$ cat src/rtl/hsq_pkg.sv
`timescale 1ns/1ps
package hsq_pkg;

    typedef enum logic [2:0] {
        ST_LOCK    = 3'd0,
        ST_WAIT_EN = 3'd1,
        ST_EN_DLY  = 3'd2,
        ST_ARMED   = 3'd3,
        ST_LINK    = 3'd4,
        ST_FAULT   = 3'd5
    } hsq_state_e;

    typedef struct packed {
        logic idle;
        logic stop;
    } hsq_side_t;

    localparam int HSQ_SIDES = 2;

    // Transaction boundary: both quiet, or one closes with a stop while the other is quiet.
    function automatic logic hsq_safe(input hsq_side_t a, input hsq_side_t b);
        return (a.idle & b.idle) | (a.stop & b.idle) | (b.stop & a.idle);
    endfunction

endpackage

$ cat src/rtl/hsq_sync.sv
`timescale 1ns/1ps
module hsq_sync #(
    parameter int          WIDTH     = 4,
    parameter int          STAGES    = 2,
    parameter logic [WIDTH-1:0] RESET_VAL = '1
) (
    input  logic             clk,
    input  logic             rst_n,
    input  logic [WIDTH-1:0] din,
    output logic [WIDTH-1:0] dout
);

    logic [WIDTH-1:0] stg_d [STAGES];
    logic [WIDTH-1:0] stg_q [STAGES];

    always_comb begin
        stg_d[0] = din;
        for (int i = 1; i < STAGES; i++) begin
            stg_d[i] = stg_q[i-1];
        end
    end

    always_ff @(posedge clk or negedge rst_n) begin
        if (!rst_n) begin
            for (int i = 0; i < STAGES; i++) begin
                stg_q[i] <= RESET_VAL;
            end
        end else begin
            for (int i = 0; i < STAGES; i++) begin
                stg_q[i] <= stg_d[i];
            end
        end
    end

    assign dout = stg_q[STAGES-1];

endmodule

$ cat src/rtl/hsq_side_mon.sv
`timescale 1ns/1ps
module hsq_side_mon
    import hsq_pkg::*;
#(
    parameter int IDLE_CYCLES = 19000
) (
    input  logic      clk,
    input  logic      rst_n,
    input  logic      clr,
    input  logic      scl,
    input  logic      sda,
    output hsq_side_t flags
);

    localparam int CW = $clog2(IDLE_CYCLES + 1);
    localparam logic [CW-1:0] IDLE_LIM = CW'(IDLE_CYCLES);

    typedef struct packed {
        logic          scl_p;
        logic          sda_p;
        logic [CW-1:0] cnt;
    } mon_t;

    mon_t mon_d, mon_q;

    always_comb begin
        mon_d       = mon_q;
        mon_d.scl_p = scl;
        mon_d.sda_p = sda;
        if (clr || !(scl && sda)) begin
            mon_d.cnt = '0;
        end else if (mon_q.cnt != IDLE_LIM) begin
            mon_d.cnt = mon_q.cnt + 1'b1;
        end
    end

    always_ff @(posedge clk or negedge rst_n) begin
        if (!rst_n) begin
            mon_q <= '{scl_p: 1'b1, sda_p: 1'b1, cnt: '0};
        end else begin
            mon_q <= mon_d;
        end
    end

    assign flags.idle = !clr && (mon_q.cnt == IDLE_LIM);
    assign flags.stop = !clr && scl && mon_q.scl_p && sda && !mon_q.sda_p;

endmodule

$ cat src/rtl/hsq_ctrl.sv
`timescale 1ns/1ps
module hsq_ctrl
    import hsq_pkg::*;
#(
    parameter int ENA_DELAY_CYCLES = 19000
) (
    input  logic      clk,
    input  logic      rst_n,
    input  logic      pwr_good,
    input  logic      enable,
    input  logic      stuck_fault,
    input  hsq_side_t up_f,
    input  hsq_side_t dn_f,
    output logic      link_en,
    output logic      precharge_en,
    output logic      ready_pull,
    output logic      accel_en
);

    localparam int DW = $clog2(ENA_DELAY_CYCLES + 1);
    localparam logic [DW-1:0] DLY_LIM = DW'(ENA_DELAY_CYCLES - 1);

    typedef struct packed {
        hsq_state_e    st;
        logic [DW-1:0] dly;
        logic          pre;
    } ctrl_t;

    ctrl_t ctl_d, ctl_q;
    logic  safe;

    assign safe = hsq_safe(up_f, dn_f);

    always_comb begin
        ctl_d = ctl_q;
        if (!pwr_good) begin
            ctl_d.st  = ST_LOCK;
            ctl_d.pre = 1'b1;
            ctl_d.dly = '0;
        end else if (!enable) begin
            ctl_d.st  = ST_WAIT_EN;
            ctl_d.dly = '0;
        end else if (stuck_fault) begin
            ctl_d.st = ST_FAULT;
        end else begin
            unique case (ctl_q.st)
                ST_LOCK: ctl_d.st = ST_WAIT_EN;
                ST_WAIT_EN: begin
                    ctl_d.st  = ST_EN_DLY;
                    ctl_d.dly = '0;
                end
                ST_EN_DLY: begin
                    if (ctl_q.dly == DLY_LIM) begin
                        ctl_d.st = ST_ARMED;
                    end else begin
                        ctl_d.dly = ctl_q.dly + 1'b1;
                    end
                end
                ST_ARMED: begin
                    if (safe) begin
                        ctl_d.st  = ST_LINK;
                        ctl_d.pre = 1'b0;
                    end
                end
                ST_LINK:  ctl_d.st = ST_LINK;
                ST_FAULT: ctl_d.st = ST_ARMED;
                default:  ctl_d.st = ST_LOCK;
            endcase
        end
    end

    always_ff @(posedge clk or negedge rst_n) begin
        if (!rst_n) begin
            ctl_q <= '{st: ST_LOCK, dly: '0, pre: 1'b1};
        end else begin
            ctl_q <= ctl_d;
        end
    end

    assign link_en      = (ctl_q.st == ST_LINK);
    assign ready_pull   = (ctl_q.st != ST_LINK);
    assign precharge_en = ctl_q.pre;
    assign accel_en     = link_en && !stuck_fault;

endmodule

$ cat src/rtl/hot_insert_seq.sv
`timescale 1ns/1ps
module hot_insert_seq
    import hsq_pkg::*;
#(
    parameter int IDLE_CYCLES      = 19000,
    parameter int ENA_DELAY_CYCLES = 19000,
    parameter int SYNC_STAGES      = 2
) (
    input  logic clk,
    input  logic rst_n,
    input  logic pwr_good,
    input  logic enable,
    input  logic stuck_fault,
    input  logic up_scl,
    input  logic up_sda,
    input  logic dn_scl,
    input  logic dn_sda,
    output logic link_en,
    output logic precharge_en,
    output logic ready_pull,
    output logic accel_en
);

    localparam int LINES = 2 * HSQ_SIDES;

    logic [LINES-1:0]     pins_raw;
    logic [LINES-1:0]     pins_s;
    logic [HSQ_SIDES-1:0] scl_s;
    logic [HSQ_SIDES-1:0] sda_s;
    hsq_side_t            side_f [HSQ_SIDES];

    // Bit layout per side k: clock at 2k+1, data at 2k; side 0 upstream, side 1 downstream.
    assign pins_raw = {dn_scl, dn_sda, up_scl, up_sda};

    hsq_sync #(
        .WIDTH     (LINES),
        .STAGES    (SYNC_STAGES),
        .RESET_VAL ({LINES{1'b1}})
    ) sync_i (
        .clk   (clk),
        .rst_n (rst_n),
        .din   (pins_raw),
        .dout  (pins_s)
    );

    for (genvar k = 0; k < HSQ_SIDES; k++) begin : g_side
        assign scl_s[k] = pins_s[2*k+1];
        assign sda_s[k] = pins_s[2*k];

        hsq_side_mon #(
            .IDLE_CYCLES (IDLE_CYCLES)
        ) mon_i (
            .clk   (clk),
            .rst_n (rst_n),
            .clr   (!pwr_good),
            .scl   (scl_s[k]),
            .sda   (sda_s[k]),
            .flags (side_f[k])
        );
    end

    hsq_ctrl #(
        .ENA_DELAY_CYCLES (ENA_DELAY_CYCLES)
    ) ctrl_i (
        .clk          (clk),
        .rst_n        (rst_n),
        .pwr_good     (pwr_good),
        .enable       (enable),
        .stuck_fault  (stuck_fault),
        .up_f         (side_f[0]),
        .dn_f         (side_f[1]),
        .link_en      (link_en),
        .precharge_en (precharge_en),
        .ready_pull   (ready_pull),
        .accel_en     (accel_en)
    );

endmodule

$ cat config.mk
export PLATFORM = sky130hd
export DESIGN_NAME = hot_insert_seq
export DESIGN_NICKNAME = d
export VERILOG_FILES = /design/src/rtl/hsq_pkg.sv /design/src/rtl/hsq_sync.sv /design/src/rtl/hsq_side_mon.sv /design/src/rtl/hsq_ctrl.sv /design/src/rtl/hot_insert_seq.sv
export SDC_FILE = /design/constraint.sdc
export NUM_CORES = 1
export LEC_CHECK = 0
export BUFFER_PORTS_ARGS = -buffer_cell sky130_fd_sc_hd__buf_2
export CORE_MARGIN = 1
export CORE_UTILIZATION = 60
export DETAILED_ROUTE_END_ITERATION = 10
export GPL_TIMING_DRIVEN = 0
export MAX_ROUTING_LAYER = met4
export PLACE_DENSITY = 0.78
export SYNTH_ARGS = -nofsm -noshare
export SYNTH_HDL_FRONTEND = slang
export SYNTH_HIERARCHICAL = 1
export SYNTH_SLANG_ARGS = --single-unit
$ cat constraint.sdc
create_clock -name clk -period 2.48 [get_ports clk]
set_input_delay 0.496 -clock clk [delete_from_list [all_inputs] [get_ports clk]]
set_output_delay 0.496 -clock clk [all_outputs]
set_load 0.05 [all_outputs]
==> impl_metrics.json, run 1 <==
{
  "status": "complete, no violations",
  "yosys.area_share.simple": 0.291,
  "cp_cell_sequence": "clkbuf_1, or3_1, nor2_1, buf_2",
  "grt_pass1_wl_um": 10400,
  "fmax_mhz": 436,
  "drtIter0Drc": 176,
  "period_minus_slack_ps": 2290,
  "cts_tree": "done",
  "seq_power_share": 0.485,
  "routedWlPerCell_um": 15.0,
  "synth_top_family_by_area": "simple AND/OR/NAND/NOR gates",
  "combPwrFrac": 0.042,
  "synth-edff-count": 0,
  "die-area_um2": 5600,
  "clk_pin_slew_ps": 70,
  "antenna_found_initial": 0,
  "synth_top_cell_by_area": "dfrtp_1",
  "slowest_delay_ps": 450,
  "io_buffers": 11,
  "ir_worst_vdd_mv": 0.400,
  "ys_seq_elements": 61,
  "yosys.area_share.xor_xnor": 0.0601,
  "antenna_cells": 0,
  "fin_crit_sh": 0.924,
  "grt_pass1_vias": 2255,
  "num_vias": 2470,
  "grt_usage": 0.261,
  "relSlewSlack": 0.225,
  "setup_viol": 0,
  "synth_flop_cell": "dfrtp_1",
  "synth_adder_area_share": 0.0196,
  "cts_buffers": 9,
  "placeableCoreArea_um2": 5110,
  "critPathLaunchType": "register",
  "num_rows": 26,
  "stdcell_count": 415,
  "finalMaxSlewViolations": 0,
  "netlist_area_um2": 3180,
  "ys_types": 51,
  "hold_path_class": "in -> async",
  "globalRoute.totalOverflow": 0,
  "synth_top_area_frac": 0.377,
  "skew_ps": 10.4,
  "worstSetupPathType": "reg -> out",
  "ys_seq_area_frac": 0.484,
  "worstMarginPinSlew_ps": 1150,
  "synth_cells": 318,
  "synthMuxAreaShare": 0.0157,
  "gp_congestion": 0.895,
  "drcViolationCount": 0,
  "fp.dieH_um": 74.9,
  "area_delta_synth_final_pct": 11.7,
  "cp-end-kind": "output pin",
  "crit_arrival_ps": 1800,
  "leakage_uw": 0.00142,
  "hold_viol_final": 0,
  "cts_resized": 0,
  "p_switching_uw": 452,
  "avgViaCountPerCell": 5.95,
  "synth_compound_area_frac": 0.0990,
  "io_pins": 13,
  "ys_async_sr_fraction": 1.00,
  "postRouteAntennaNets": 0,
  "nets": 354,
  "drt-total-wl_um": 6220,
  "synth_nets": 332,
  "cts_hold_buf": 0,
  "tns_ps": 0,
  "reg2reg_depth": 5,
  "crit_path_top_delay_cell": "or3_1",
  "avgSynthCellArea_um2": 10.0,
  "p_sw_frac": 0.214,
  "intPower_uw": 1660,
  "worstSkewPairLatency_ps": 340,
  "pwr-share-clk": 0.473,
  "final_util": 0.696,
  "cts.sinks": 61,
  "drt_pass1_iterations": 4,
  "crit_required_ps": 1980,
  "yosysWarnings": 6,
  "die_w_um": 74.9,
  "fin_ws_ps": 188,
  "cts-root-buf": "clkbuf_8",
  "drive_gt1_frac": 0.180,
  "place_ws_ps": 302,
  "dp_hpwl_um": 4240,
  "synthTopCellsByArea": "dfrtp_1 (38%), dfstp_2 (11%), xnor2_1 (3.9%)",
  "drv_cap": 0,
  "dp_cells": 399,
  "rsz0062_at_grt": "no",
  "postCtsSetupBuffers": 0,
  "cp_max_fo": 10,
  "clockBufferDepth": 2,
  "cts_max_level": 3,
  "power_density_nw_per_um2": 595,
  "initial_core_util": 0.623,
  "grt_max_degree": 62
}
layer usage:
metal | GRT usage | vias up | share of wire
met5 | - | - | 0
met4 | 0.115 | 0 | 0.010
met3 | 0.0562 | 6 | 0.042
met2 | 0.391 | 63 | 0.48
met1 | 0.341 | 1206 | 0.47
li1 | - | 1195 | -
cells by family (layout without fill, tap and decap cells):
logic type / count (synthesis) / count (layout)
adders and majority gates: 5 / 5
buffers and inverters: 24 / 51
xor gates and xnor gates: 21 / 21
DFF: 61 / 61
AOI/OAI and AO/OA: 51 / 51
and+or+nand+nor: 151 / 151
muxes: 5 / 5
critical path, delay by kind of cell, from the launching register on:
| kind | cells | cell delay, ps |
|---|---|---|
| flops | 1 | 430 |
| simple gates | 2 | 540 |
| buf+inv | 2 | 490 |
cells in the mapped netlist, drive strengths merged, types with 7 or more instances:
cell type  count
nand4         10
dfrtp         48
a21oi         19
inv           17
dfstp         13
xor2           7
nand2         21
and3           8
nor3          12
o21ai         15
nor2          29
xnor2         14
nand3         19
or4            7
or3           13
nor4           7
state kept, by name, summed over array words and instances, names as in the netlist:
register / flops
ctrl_i/ctl_q: 18
sync_i/stg_d: 4
ctrl_i/precharge_en: 1
sync_i/dout: 4
g_side.mon_i/mon_q: 34
stage by stage:
stage / hold WS (ps) / power [uW] / instance area (um^2)
after floorplan: 200 / 1090 / 3180
after global placement: 345 / 1130 / 3330
after detailed placement: 349 / 1130 / 3330
after CTS: 237 / 2140 / 3550
after global routing: 232 / 2190 / 3560
final: 216 / 2110 / 3560
worst paths after layout:
check | from | to | slack (ps)
max | ctrl_i/ctl_q[17]$_DFFE_PN0P_ | accel_en | 190
min | rst_n | g_side[0].mon_i/mon_q[13]$_DFFE_PN0P_ | 220
max reg2reg | ctrl_i/ctl_q[16]$_DFFE_PN0P_ | ctrl_i/ctl_q[13]$_DFFE_PN0P_ | 370
min reg2reg | sync_i/stg_d[3]$_DFF_PN1_ | sync_i/dout[3]$_DFF_PN1_ | 350
max in group asynchronous | rst_n | ctrl_i/ctl_q[4]$_DFFE_PN0P_ | 1760
min in group clk | dn_sda | sync_i/stg_d[2]$_DFF_PN1_ | 250
placed cells by master (no fill, tap or decap), drive strengths merged, types with 2 or more instances in the layout:
cell | synthesis | final
xor2 | 7 | 7
bufinv | 0 | 2
a31oi | 2 | 2
nand2b | 5 | 5
xnor2 | 14 | 14
nor3 | 12 | 12
and2 | 3 | 3
nor2 | 29 | 29
o211ai | 3 | 3
or3 | 13 | 13
a21bo | 2 | 2
a21oi | 19 | 19
ha | 5 | 5
nand3 | 19 | 19
nand4 | 10 | 10
and3 | 8 | 8
nor4 | 7 | 7
dfstp | 13 | 13
nand3b | 4 | 4
inv | 17 | 17
o21ai | 15 | 15
clkbuf | 3 | 16
or4 | 7 | 7
buf | 4 | 15
o31ai | 4 | 4
mux2i | 5 | 5
nand2 | 21 | 21
nor4b | 5 | 5
nor3b | 3 | 3
dfrtp | 48 | 48
area by class of cell:
| class | count | area [um^2] |
|---|---|---|
| Fill cell | 387 | 1550 |
| Multi-Input combinational cell | 233 | 1550 |
| Sequential cell | 61 | 1540 |
| Clock buffer | 13 | 159 |
| Tap cell | 70 | 87.6 |
| Clock inverter | 3 | 67.6 |
| Inverter | 17 | 63.8 |
| Timing Repair Buffer | 11 | 57.6 |
| Buffer | 7 | 31.3 |
power by group through the flow:
stage                     logic [uW]  clock network [uW]  registers [uW]
after floorplan                 49.2                   0            1040
after global placement          88.1                   0            1040
after detailed placement        90.9                   0            1040
after CTS                       91.4                1030            1020
after global routing             102                1070            1030
final                           89.7                1000            1020
No activity file was read; power rests on OpenSTA's default activity.
==> run 2: changes to the inputs <==
Settings changed: GPL_TIMING_DRIVEN 0 to unset.
==> impl_metrics.json, run 2 (synthesis gave the netlist of run 1 again) <==
{
  "status": "complete, no violations",
  "grt_pass1_vias": 2311,
  "grt_pass1_wl_um": 10300,
  "dp_hpwl_um": 4130,
  "clk_pin_slew_ps": 70,
  "antenna_found_initial": 0,
  "relSlewSlack": 0.292,
  "fp.dieH_um": 74.9,
  "routedWlPerCell_um": 15.0,
  "layout_common_cells": "dfrtp_1 (48), nor2_1 (29), nand2_1 (21), nand3_1 (19), a21oi_1 (18)",
  "cts_hold_buf": 0,
  "slowest_delay_ps": 410,
  "globalRoute.totalOverflow": 0,
  "period_minus_slack_ps": 2190,
  "r2r_end": "ctrl_i/ctl_q[15]$_DFFE_PN0P_",
  "largest_register": "g_side.mon_i/mon_q",
  "reg2reg_from": "ctrl_i/ctl_q[16]$_DFFE_PN0P_",
  "hold_path_class": "in -> reg",
  "cp_max_fo": 12,
  "ff_latch_area_um2": 1540,
  "postCtsSetupBuffers": 0,
  "die_w_um": 74.9,
  "rsz0062_at_grt": "no",
  "cts_resized": 0,
  "critPathLaunchType": "register",
  "drtIter0Drc": 150,
  "r2r_slack_ps": 380,
  "worstSetupPathType": "reg -> out",
  "largestRegisters": "g_side.mon_i/mon_q: 34 flops, ctrl_i/ctl_q: 18 flops",
  "whs_endpoint": "sync_i/stg_d[3]$_DFF_PN1_",
  "io_pins": 13,
  "skew_ps": 6.39,
  "worstMarginPinSlew_ps": 1060,
  "final_common_cell": "dfrtp_1",
  "fin_crit_sh": 0.885,
  "min_from": "dn_scl",
  "combPwrFrac": 0.042,
  "fillers": 409,
  "ir_worst_vdd_mv": 0.546,
  "busiest_layer": "met2",
  "seq_power_share": 0.485,
  "initial_core_util": 0.623,
  "placeableCoreArea_um2": 5110,
  "leakage_uw": 0.00145,
  "grt_usage": 0.256,
  "cts_buffers": 9,
  "drt_pass1_iterations": 5,
  "num_vias": 2505,
  "use_met3": 0.0442,
  "p_switching_uw": 485,
  "cts-root-buf": "clkbuf_8",
  "multi_input_area_um2": 1550,
  "reg2reg_depth": 4,
  "crit_arrival_ps": 1700,
  "nets": 354,
  "drive_gt1_frac": 0.194,
  "gp_congestion": 0.825,
  "cp_cell_sequence": "buf_4, or3_1, nor2_1, buf_2",
  "drv_cap": 0,
  "avgViaCountPerCell": 6.04,
  "cts_max_level": 3,
  "setup_viol": 0,
  "power_density_nw_per_um2": 592,
  "finalMaxSlewViolations": 0,
  "intPower_uw": 1640,
  "grt_max_degree": 62,
  "crit_required_ps": 1980,
  "met2_usage": 0.377,
  "largest_reg_flops": 34,
  "cts_tree": "done",
  "worstSkewPairLatency_ps": 330,
  "area_delta_synth_final_pct": 12.5,
  "holdPathStages": 1,
  "die-area_um2": 5600,
  "drcViolationCount": 0,
  "clockBufferDepth": 2,
  "cp-end-kind": "output pin",
  "use_met1": 0.335,
  "io_buffers": 12,
  "cts.sinks": 61,
  "hold_viol_final": 0,
  "fmax_mhz": 456,
  "tns_ps": 0,
  "p_sw_frac": 0.228,
  "antenna_cells": 0,
  "drt-total-wl_um": 6250,
  "postRouteAntennaNets": 0,
  "num_rows": 26,
  "total_power_uw": 2120,
  "crit_path_top_delay_cell": "dfrtp_1",
  "pwr-share-clk": 0.473
}
==> run 2: cell types whose count changed in the layout (fill, tap and decap cells not counted), moves of 2 or more <==
cell / change
buf_2: -2
inv_6: +2
clkbuf_16: +2
clkbuf_1: -5
buf_4: +5
clkbuf_8: -2
==> run 2: final cells by class <==
class	count	area share
sequential	61	0.431
inverter	17	0.0178
tap	70	0.0245
timing repair buffer	18	0.0294
clock inverter	5	0.0171
clock buffer	11	0.0486
multi-input combinational	233	0.432
==> run 2: critical path, delay by kind of cell, from the launching register on <==
family	cells	cell delay (ps)
and+or+nand+nor	2	500
buffers and inverters	2	450
DFF	1	410
==> run 2: worst max path at each step <==
stage                                      start                           to  slack, ps  depth (start not counted)
global placement                     stuck_fault  ctrl_i/ctl_q[8]$_DFFE_PN0P_        390                          5
global route        ctrl_i/ctl_q[16]$_DFFE_PN0P_  ctrl_i/ctl_q[6]$_DFFE_PN0P_        150                          4
detailed placement                   stuck_fault  ctrl_i/ctl_q[8]$_DFFE_PN0P_        290                          5
floorplan           ctrl_i/ctl_q[17]$_DFFE_PN0P_                     accel_en         30                          3
finish              ctrl_i/ctl_q[17]$_DFFE_PN0P_                     accel_en        290                          4
CTS                 ctrl_i/ctl_q[17]$_DFFE_PN0P_                     accel_en        270                          4
==> run 2: routing by layer <==
layer  wire [um]  up-vias
met4         118        0
met5           0        -
met3         228       15
met1        2890     1223
met2        3010       74
li1            -     1193
==> run 2: power by group through the flow <==
stage                     Sequential [uW]  Combinational, uW  Clock, uW
after detailed placement             1050               90.3          0
after CTS                            1030               91.7       1020
after global placement               1050               89.1          0
after floorplan                      1040               49.2          0
after global routing                 1030                102       1060
final                                1030               89.8       1000
==> run 2: stage by stage <==
step	worst slack, ps	utilization	hold slack, ps	cell area [um^2]	instances
floorplan	27.4	-	200	3180	318
global placement	388	0.655	346	3350	399
detailed placement	293	0.655	349	3350	399
CTS	269	0.701	236	3580	415
global route	148	0.701	239	3580	415
finish	286	0.701	253	3580	415
